## src/rtl/atapi_tf_pkg.sv

```systemverilog
package atapi_tf_pkg;

    typedef enum logic [1:0] {
        ST_IDLE = 2'd0,
        ST_CMDW = 2'd1,
        ST_PIO  = 2'd2,
        ST_BUSY = 2'd3
    } tf_state_e;

    typedef enum logic [2:0] {
        SEL_ERRFEAT = 3'd0,
        SEL_COUNT   = 3'd1,
        SEL_SIG     = 3'd2,
        SEL_BCLO    = 3'd3,
        SEL_BCHI    = 3'd4,
        SEL_DEV     = 3'd5,
        SEL_STATCMD = 3'd6,
        SEL_CTRL    = 3'd7
    } tf_sel_e;

    localparam int BIT_BSY  = 7;
    localparam int BIT_DRDY = 6;
    localparam int BIT_SERV = 4;
    localparam int BIT_DRQ  = 3;
    localparam int BIT_CHK  = 0;
    localparam int BIT_NIEN = 1;

    localparam logic [7:0] CMD_PACKET    = 8'hA0;
    localparam logic [7:0] CMD_DEV_RESET = 8'h08;
    localparam logic [7:0] CNT_CD        = 8'h01;
    localparam logic [7:0] CNT_IO        = 8'h02;

    typedef struct packed {
        logic [7:0] error;
        logic [7:0] feature;
        logic [7:0] count;
        logic [7:0] sig;
        logic [7:0] bclo;
        logic [7:0] bchi;
        logic [7:0] device;
        logic [7:0] status;
        logic [7:0] control;
    } tf_regs_t;

    function automatic tf_regs_t tf_reset_value();
        tf_regs_t r;
        r.error   = 8'h01;
        r.feature = 8'h00;
        r.count   = 8'h01;
        r.sig     = 8'h81;
        r.bclo    = 8'h14;
        r.bchi    = 8'hEB;
        r.device  = 8'h00;
        r.status  = 8'h00;
        r.control = 8'h00;
        return r;
    endfunction

    function automatic logic [7:0] status_after_cmd(input logic [7:0] s);
        logic [7:0] t;
        t = s;
        t[BIT_DRDY] = 1'b1;
        t[BIT_SERV] = 1'b1;
        t[BIT_CHK]  = 1'b0;
        return t;
    endfunction

    function automatic logic [7:0] bits2(input int a, input int b);
        logic [7:0] t;
        t = 8'h00;
        t[a] = 1'b1;
        t[b] = 1'b1;
        return t;
    endfunction

endpackage

```

## src/rtl/atapi_pkt_collect.sv

```systemverilog
module atapi_pkt_collect #(
    parameter int PKT_BYTES = 12,
    parameter int WORD_W    = 16
) (
    input  logic                   clk,
    input  logic                   rst,
    input  logic                   clear,
    input  logic                   wr_en,
    input  logic [WORD_W-1:0]      wdata,
    output logic                   last,
    output logic [PKT_BYTES*8-1:0] bytes
);
    localparam int BPW   = WORD_W / 8;
    localparam int WORDS = PKT_BYTES / BPW;
    localparam int IDX_W = (WORDS > 1) ? $clog2(WORDS) : 1;
    localparam logic [IDX_W-1:0] IDX_LAST = IDX_W'(WORDS - 1);

    logic [IDX_W-1:0] idx;

    assign last = wr_en && (idx == IDX_LAST);

    always_ff @(posedge clk) begin
        if (rst || clear) begin
            idx <= '0;
        end else if (wr_en) begin
            idx <= last ? '0 : idx + 1'b1;
        end
    end

    for (genvar gi = 0; gi < WORDS; gi++) begin : g_word
        logic [WORD_W-1:0] q;
        always_ff @(posedge clk) begin
            if (rst) begin
                q <= '0;
            end else if (wr_en && (idx == IDX_W'(gi))) begin
                q <= wdata;
            end
        end
        assign bytes[gi*WORD_W +: WORD_W] = q;
    end

    // the word index never runs past the last packet word
    p_idx_bound_r3: assert property (@(posedge clk) disable iff (rst)
        idx <= IDX_LAST);

endmodule

```

## src/rtl/atapi_pio_stream.sv

```systemverilog
module atapi_pio_stream #(
    parameter int LEN_W = 16
) (
    input  logic             clk,
    input  logic             rst,
    input  logic             load,
    input  logic [LEN_W-1:0] len,
    input  logic [LEN_W-1:0] blk_size,
    input  logic             step,
    output logic [LEN_W-2:0] word_idx,
    output logic             done_evt,
    output logic             blk_evt
);
    localparam int CNT_W = LEN_W + 1;

    logic [LEN_W-1:0]        offset;
    logic [LEN_W-1:0]        total;
    logic [LEN_W-1:0]        bsz;
    logic signed [CNT_W-1:0] left;
    logic [CNT_W-1:0]        nxt_off;
    logic signed [CNT_W-1:0] nxt_left;

    always_comb begin
        nxt_off  = {1'b0, offset} + CNT_W'(2);
        nxt_left = left - CNT_W'(2);
        done_evt = step && (nxt_off >= {1'b0, total});
        blk_evt  = step && !done_evt && (nxt_left <= 0);
    end

    assign word_idx = offset[LEN_W-1:1];

    always_ff @(posedge clk) begin
        if (rst) begin
            offset <= '0;
            total  <= '0;
            bsz    <= '0;
            left   <= '0;
        end else if (load) begin
            offset <= '0;
            total  <= len;
            bsz    <= blk_size;
            left   <= $signed({1'b0, blk_size});
        end else if (step) begin
            offset <= nxt_off[LEN_W-1:0];
            left   <= blk_evt ? $signed({1'b0, bsz}) : nxt_left;
        end
    end

    // a block boundary reloads the counter from the block size
    p_block_reload_r7: assert property (@(posedge clk) disable iff (rst)
        blk_evt |=> (left == $signed({1'b0, bsz})));

    // each read moves the word index forward by exactly one
    p_word_step_r6: assert property (@(posedge clk) disable iff (rst)
        (step && !load) |=> (word_idx == $past(word_idx) + 1'b1));

endmodule

```

## src/rtl/atapi_irq.sv

```systemverilog
module atapi_irq (
    input  logic clk,
    input  logic rst,
    input  logic set,
    input  logic clr,
    input  logic mask,
    output logic pend,
    output logic irq
);
    always_ff @(posedge clk) begin
        if (rst || clr) begin
            pend <= 1'b0;
        end else if (set) begin
            pend <= 1'b1;
        end
    end

    assign irq = pend && !mask;

    // a command write always leaves nothing pending
    p_clr_wins_r10: assert property (@(posedge clk) disable iff (rst)
        clr |=> !pend);

    // a raised event is held until cleared
    p_set_holds_r7: assert property (@(posedge clk) disable iff (rst)
        (set && !clr) |=> pend);

endmodule

```

## src/rtl/atapi_taskfile.sv

```systemverilog
module atapi_taskfile
    import atapi_tf_pkg::*;
#(
    parameter int PKT_BYTES = 12,
    parameter int WORD_W    = 16,
    parameter int LEN_W     = 16
) (
    input  logic                   clk,
    input  logic                   rst,
    input  logic                   reg_wr,
    input  logic [2:0]             reg_sel,
    input  logic [7:0]             reg_wdata,
    output logic [7:0]             reg_rdata,
    input  logic                   dat_wr,
    input  logic [WORD_W-1:0]      dat_wdata,
    input  logic                   dat_rd,
    output logic [WORD_W-1:0]      dat_rdata,
    output logic                   pkt_valid,
    output logic [PKT_BYTES*8-1:0] pkt_bytes,
    input  logic                   rsp_start,
    input  logic [LEN_W-1:0]       rsp_len,
    input  logic                   cmd_done,
    output logic [LEN_W-2:0]       buf_addr,
    input  logic [WORD_W-1:0]      buf_data,
    output logic                   intrq
);
    tf_regs_t  regs;
    tf_state_e state;

    logic cmd_wr, acc_wr, acc_rd, acc_rsp, acc_done;
    logic pkt_last, done_evt, blk_evt, irq_pend;
    logic is_packet, is_devrst;

    // Strobe arbitration: register write first, then data write, data read, decoder
    always_comb begin
        cmd_wr    = reg_wr && (tf_sel_e'(reg_sel) == SEL_STATCMD);
        is_packet = cmd_wr && (reg_wdata == CMD_PACKET);
        is_devrst = cmd_wr && (reg_wdata == CMD_DEV_RESET);
        acc_wr    = !reg_wr && dat_wr && (state == ST_CMDW);
        acc_rd    = !reg_wr && !dat_wr && dat_rd && (state == ST_PIO);
        acc_rsp   = !reg_wr && !dat_wr && !dat_rd && (state == ST_BUSY) && rsp_start;
        acc_done  = !reg_wr && !dat_wr && !dat_rd && (state == ST_BUSY) && !rsp_start && cmd_done;
    end

    atapi_pkt_collect #(.PKT_BYTES(PKT_BYTES), .WORD_W(WORD_W)) u_pkt (
        .clk   (clk),
        .rst   (rst),
        .clear (is_packet),
        .wr_en (acc_wr),
        .wdata (dat_wdata),
        .last  (pkt_last),
        .bytes (pkt_bytes)
    );

    atapi_pio_stream #(.LEN_W(LEN_W)) u_pio (
        .clk      (clk),
        .rst      (rst),
        .load     (acc_rsp),
        .len      (rsp_len),
        .blk_size (LEN_W'({regs.bchi, regs.bclo})),
        .step     (acc_rd),
        .word_idx (buf_addr),
        .done_evt (done_evt),
        .blk_evt  (blk_evt)
    );

    atapi_irq u_irq (
        .clk  (clk),
        .rst  (rst),
        .set  (done_evt || blk_evt || acc_done),
        .clr  (cmd_wr),
        .mask (regs.control[BIT_NIEN]),
        .pend (irq_pend),
        .irq  (intrq)
    );

    always_ff @(posedge clk) begin
        if (rst) begin
            regs      <= tf_reset_value();
            state     <= ST_IDLE;
            pkt_valid <= 1'b0;
        end else begin
            pkt_valid <= 1'b0;
            if (reg_wr) begin
                unique case (tf_sel_e'(reg_sel))
                    SEL_ERRFEAT: regs.feature <= reg_wdata;
                    SEL_COUNT:   regs.count   <= reg_wdata;
                    SEL_SIG:     regs.sig     <= reg_wdata;
                    SEL_BCLO:    regs.bclo    <= reg_wdata;
                    SEL_BCHI:    regs.bchi    <= reg_wdata;
                    SEL_DEV:     regs.device  <= reg_wdata;
                    SEL_CTRL:    regs.control <= reg_wdata;
                    SEL_STATCMD: begin
                        if (is_devrst) begin
                            regs         <= tf_reset_value();
                            regs.control <= regs.control;
                            regs.status  <= status_after_cmd(8'h00);
                            state        <= ST_IDLE;
                        end else if (is_packet) begin
                            regs.status <= status_after_cmd(bits2(BIT_DRDY, BIT_DRQ));
                            regs.error  <= regs.feature & 8'h03;
                            regs.count  <= CNT_CD;
                            state       <= ST_CMDW;
                        end else begin
                            regs.status <= status_after_cmd(regs.status);
                        end
                    end
                    default: ;
                endcase
            end else if (acc_wr) begin
                if (pkt_last) begin
                    regs.status[BIT_DRQ] <= 1'b0;
                    regs.status[BIT_BSY] <= 1'b1;
                    state                <= ST_BUSY;
                    pkt_valid            <= 1'b1;
                end
            end else if (acc_rd) begin
                if (done_evt) begin
                    regs.status[BIT_DRQ] <= 1'b0;
                    state                <= ST_IDLE;
                end
            end else if (acc_rsp) begin
                regs.status <= bits2(BIT_DRDY, BIT_DRQ);
                regs.count  <= CNT_IO;
                regs.bclo   <= rsp_len[7:0];
                regs.bchi   <= rsp_len[15:8];
                state       <= ST_PIO;
            end else if (acc_done) begin
                regs.status[BIT_BSY] <= 1'b0;
                regs.status[BIT_CHK] <= 1'b0;
                state                <= ST_IDLE;
            end
        end
    end

    always_comb begin
        unique case (tf_sel_e'(reg_sel))
            SEL_ERRFEAT: reg_rdata = regs.error;
            SEL_COUNT:   reg_rdata = regs.count;
            SEL_SIG:     reg_rdata = regs.sig;
            SEL_BCLO:    reg_rdata = regs.bclo;
            SEL_BCHI:    reg_rdata = regs.bchi;
            SEL_DEV:     reg_rdata = regs.device;
            SEL_STATCMD: reg_rdata = regs.status;
            SEL_CTRL:    reg_rdata = regs.control;
            default:     reg_rdata = 8'h00;
        endcase
    end

    assign dat_rdata = (state == ST_PIO) ? buf_data : {WORD_W{1'b1}};

    // DRQ is set exactly in the two data-moving states
    p_drq_state_r5: assert property (@(posedge clk) disable iff (rst)
        regs.status[BIT_DRQ] == ((state == ST_CMDW) || (state == ST_PIO)));

    // BSY is set exactly while the decoder owns the command
    p_bsy_state_r3: assert property (@(posedge clk) disable iff (rst)
        regs.status[BIT_BSY] == (state == ST_BUSY));

    // the packet strobe lasts a single cycle
    p_pkt_pulse_r3: assert property (@(posedge clk) disable iff (rst)
        pkt_valid |=> !pkt_valid);

    // the final read lands in idle with DRQ low and an interrupt pending
    p_done_idle_r8: assert property (@(posedge clk) disable iff (rst)
        done_evt |=> (state == ST_IDLE) && !regs.status[BIT_DRQ] && irq_pend);

    // decoder completion returns to idle with BSY clear
    p_cmd_done_r13: assert property (@(posedge clk) disable iff (rst)
        acc_done |=> (state == ST_IDLE) && !regs.status[BIT_BSY] && irq_pend);

endmodule

```

## config.mk

```make
export PLATFORM = sky130hd
export DESIGN_NAME = atapi_taskfile
export DESIGN_NICKNAME = d
export VERILOG_FILES = /design/src/rtl/atapi_tf_pkg.sv /design/src/rtl/atapi_pkt_collect.sv /design/src/rtl/atapi_pio_stream.sv /design/src/rtl/atapi_irq.sv /design/src/rtl/atapi_taskfile.sv
export SDC_FILE = /design/constraint.sdc
export NUM_CORES = 1
export LEC_CHECK = 0
export ABC_AREA = 1
export BUFFER_PORTS_ARGS = -buffer_cell sky130_fd_sc_hd__buf_4
export CAP_MARGIN = 0
export CORE_AREA = 4 4 158 160
export CTS_CLUSTER_DIAMETER = 150
export DETAILED_ROUTE_END_ITERATION = 8
export DIE_AREA = 0 0 162 164
export PLACE_DENSITY_LB_ADDON = 0.08
export SYNTH_ARGS = -nofsm -noshare
export SYNTH_HDL_FRONTEND = slang
export SYNTH_SLANG_ARGS = --single-unit
```

## constraint.sdc

```tcl
create_clock -name clk -period 7 [get_ports clk]
set_input_delay 0.35 -clock clk [delete_from_list [all_inputs] [get_ports clk]]
set_output_delay 0.35 -clock clk [all_outputs]
set_load 0.05 [all_outputs]
```

==> impl_metrics.csv <==
group,metric,value,unit
clocking,htreeDepth,1,
place,port_buffers,202,
timing,tightest_slew,1.09,ns
detailed_routing,dr.pass1.iters,5,
clocking,clkTransAtPathRegs,0.06,ns
timing,fmax,0.290,GHz
clocking,cts.sinks,223,
detailed_routing,antenna_left,0,
worst_setup_path,slowest_delay,0.42,ns
timing,slew_headroom,27.0,%
timing,rsz0062_at_grt,"false",
floorplanning,start_util,43.9,%
pwr,internal_power,0.00219,W
detailed_routing,routedWlPerCell,16.6,um
synthesis,ys_ff_latch,223,
finish,final_cell_mix,"dfxtp_1 (223), inv_1 (211), buf_4 (206)",
grt,grtUsageTotal,23.1,%
worst_setup_path,cp.required,7.44,ns
pwr,seqPwrFrac,44.8,%
pwr,p_switching,0.000733,W
timing,final-hold-violation-count,0,
detailed_routing,vias,9742,
clocking,post_cts_buffers,0,
floorplanning,die_width,162,um
worst_setup_path,crit_path_max_fanout,17,
clocking,cts_buffers,25,
grt,overflow,0,
clocking,ctsHoldBuffers,0,
finish,final_common_cell,"dfxtp_1",
worst_setup_path,crit_arrival,3.88,ns
synthesis,ys_types,48,
detailed_routing,via_per_inst,5.09,
finish,antenna_cells,0,
synthesis,synth_area,10300,um2
finish,final_nets,1666,
pwr,p_per_area,229,nW/um2
finish,drive_gt1_share,19.4,%
floorplanning,design.core.area,23400,um2
worst_setup_path,slowest_stage,"dfxtp_1",
worst_setup_path,start_kind,"flip-flop",
synthesis,syn_nets,1498,
finish,layout.cells.non_filler,1914,
clocking,clock_latency,0.52,ns
run,cap_violations,0,
detailed_routing,drc,0,
timing,slew_viol_final,0,
min_path,min_path_type,"in2reg",
grt,grt_pass1_wl,50200,um
worst_setup_path,end_kind,"flip-flop",
synthesis,syn_avg_cell_area,7.28,um2
pwr,vdd_drop_max,196,uV
grt,grt_pass1_vias,9180,
synthesis,yosysWarnings,0,
timing,skew,0.00588,ns
grt,grt_max_degree,109,
clocking,clock-root-buffer,"clkbuf_16",
timing,setup_tns,0,ns
worst_setup_path,cpMostUsedCell,"nand3_1",
clocking,cts.path.max_buffers,3,
synthesis,synth_seq_area_share,43.5,%
detailed_routing,drt-total-wl,31700,um
place,dpl.hpwl,22900,um
clocking,postCtsResizedCells,0,
grt,antenna_found_initial,0,
status,run_status,"complete, no violations",
pwr,total_power,0.00292,W
floorplanning,dieArea,26600,um2
synthesis,synth_cells,1410,
floorplanning,pin_count,203,
floorplanning,die_y,164,um
finish,fillers,2380,
pwr,comb_power_share,9.6,%
timing,min_period,3.45,ns
pwr,swShare,25.1,%
floorplanning,num_rows,56,
worst_setup_path,critPathKind,"reg2reg",
clocking,cts_tree,"done",
pwr,leakage,5.51,nW
place,numPlacedInstances,1870,
detailed_routing,drtIter0Drc,669,
place,gp_congestion,0.892,
timing,setup_viol,0,
worst_setup_path,worstPathCellList,"ha_1 > nand2_1 > nor2_1 > inv_1 > nor2_1 > nand3_1 > nor2_1 > nand3_1 > xor2_1 > inv_1 > ha_1 > nand3_1 > nor2_1 > nand2_1 > nand3_1 > nor2_2 > nand2_4 > nor2_8 > nand2_4 > nand2_1 > nand3_1 > a21oi_1",
timing,min_period_over_period,49.2,%
worst_setup_path,crit_buf_inv,2,
pwr,pwr-share-clk,45.6,%
finish,area_growth,24.4,%
worst_setup_path,crit_family,"simple AND/OR/NAND/NOR gates",
==> final cells by class <==
type                       instances  area [um2]  area share, %
tap                              319         399           3.13
sequential                       223        4460           35.0
clock buffer                      34         699           5.48
multi-input combinational        895        4680           36.7
inverter                         227         852           6.67
clock inverter                    10         129           1.01
timing repair buffer             206        1550           12.1
==> registers in the layout (all words and copies together) (netlist names) <==
name and flops:
u_pio.left 17, regs 56, pkt_valid 1, u_pio.total 16, u_pio.bsz 16, u_pkt.g_word.q 96, u_pio.offset 15, u_pkt.idx 3
state 2, u_irq.pend 1
==> worst min-delay path: stages <==
cell and delay [ns]:
buf_4 0.09, a211oi_1 0.05, nor2_1 0.07
==> metrics by stage <==
step | setup WS, ns | hold WS, ns | util, % | area (um2)
2_1_floorplan | 3.65 | 0.429 | - | 10300
3_3_place_gp | 3.66 | 0.434 | 51.0 | 11900
3_5_place_dp | 3.57 | 0.437 | 51.0 | 11900
4_1_cts | 3.58 | 0.0720 | 54.6 | 12800
5_1_grt | 3.14 | 0.0869 | 54.6 | 12800
6_report | 3.55 | 0.0904 | 54.6 | 12800
==> Yosys cell counts, drive strengths merged <==
cell type / count / share of area [%]
o2111ai: 3 / 0.26
buf: 13 / 0.68
a22oi: 7 / 0.51
ha: 22 / 2.7
o21bai: 1 / 0.073
o22ai: 22 / 1.3
nand4: 7 / 0.49
dfxtp: 223 / 43
xor2: 15 / 1.3
clkinv: 2 / 0.073
nand3b: 2 / 0.15
nand2: 190 / 7.3
nand3: 87 / 4.3
xnor2: 1 / 0.085
o21a: 1 / 0.073
nor3b: 2 / 0.15
nor3: 15 / 1.2
o21ai: 170 / 8.3
o31ai: 1 / 0.073
a211o: 1 / 0.085
or2: 17 / 1.0
nor2: 122 / 5.2
inv: 225 / 8.2
a21oi: 184 / 9.1
a211oi: 11 / 0.80
a22o: 1 / 0.085
a31oi: 4 / 0.24
clkbuf: 52 / 1.9
o211ai: 2 / 0.15
a221oi: 5 / 0.43
nor4: 2 / 0.12
==> kinds of logic (layout without fill, tap and decap cells) <==
family / after synthesis / count (layout) / share of synthesized area, %
and+or+nand+nor: 444 / 444 / 20.0
AOI/OAI and AO/OA: 413 / 413 / 21.6
DFF: 223 / 223 / 43.5
buffers and inverters: 292 / 477 / 10.9
adders and majority gates: 22 / 22 / 2.68
xor gates and xnor gates: 16 / 16 / 1.37
==> power groups by stage <==
| stage | clock (W) | sequential [W] | combinational (W) |
|---|---|---|---|
| after floorplan | 0 | 0.00134 | 0.000167 |
| after global placement | 0 | 0.00134 | 0.000277 |
| final | 0.00133 | 0.00131 | 0.000280 |
| after global routing | 0.00142 | 0.00131 | 0.000308 |
| after CTS | 0.00136 | 0.00131 | 0.000280 |
| after detailed placement | 0 | 0.00134 | 0.000279 |
==> routing by layer <==
| metal | global-route usage (%) | wire (um) |
|---|---|---|
| met5 | 0 | 0 |
| met2 | 35.5 | 13900 |
| met4 | 5.77 | 639 |
| met3 | 3.64 | 1870 |
| met1 | 34.1 | 15300 |
==> final timing paths <==
kind | startpoint | end | slack (ns) | cells past startpoint
setup reg to reg | u_pio.offset[1] | u_pio.left[5] | 3.55 | 22
hold / removal | rsp_len[5] | regs[37] | 0.09 | 3
setup / recovery | u_pio.offset[1] | u_pio.left[5] | 3.55 | 22
hold reg to reg | u_pkt.g_word[4].q[11] | u_pkt.g_word[4].q[11] | 0.44 | 2
No activity file was read; power rests on OpenSTA's default activity.
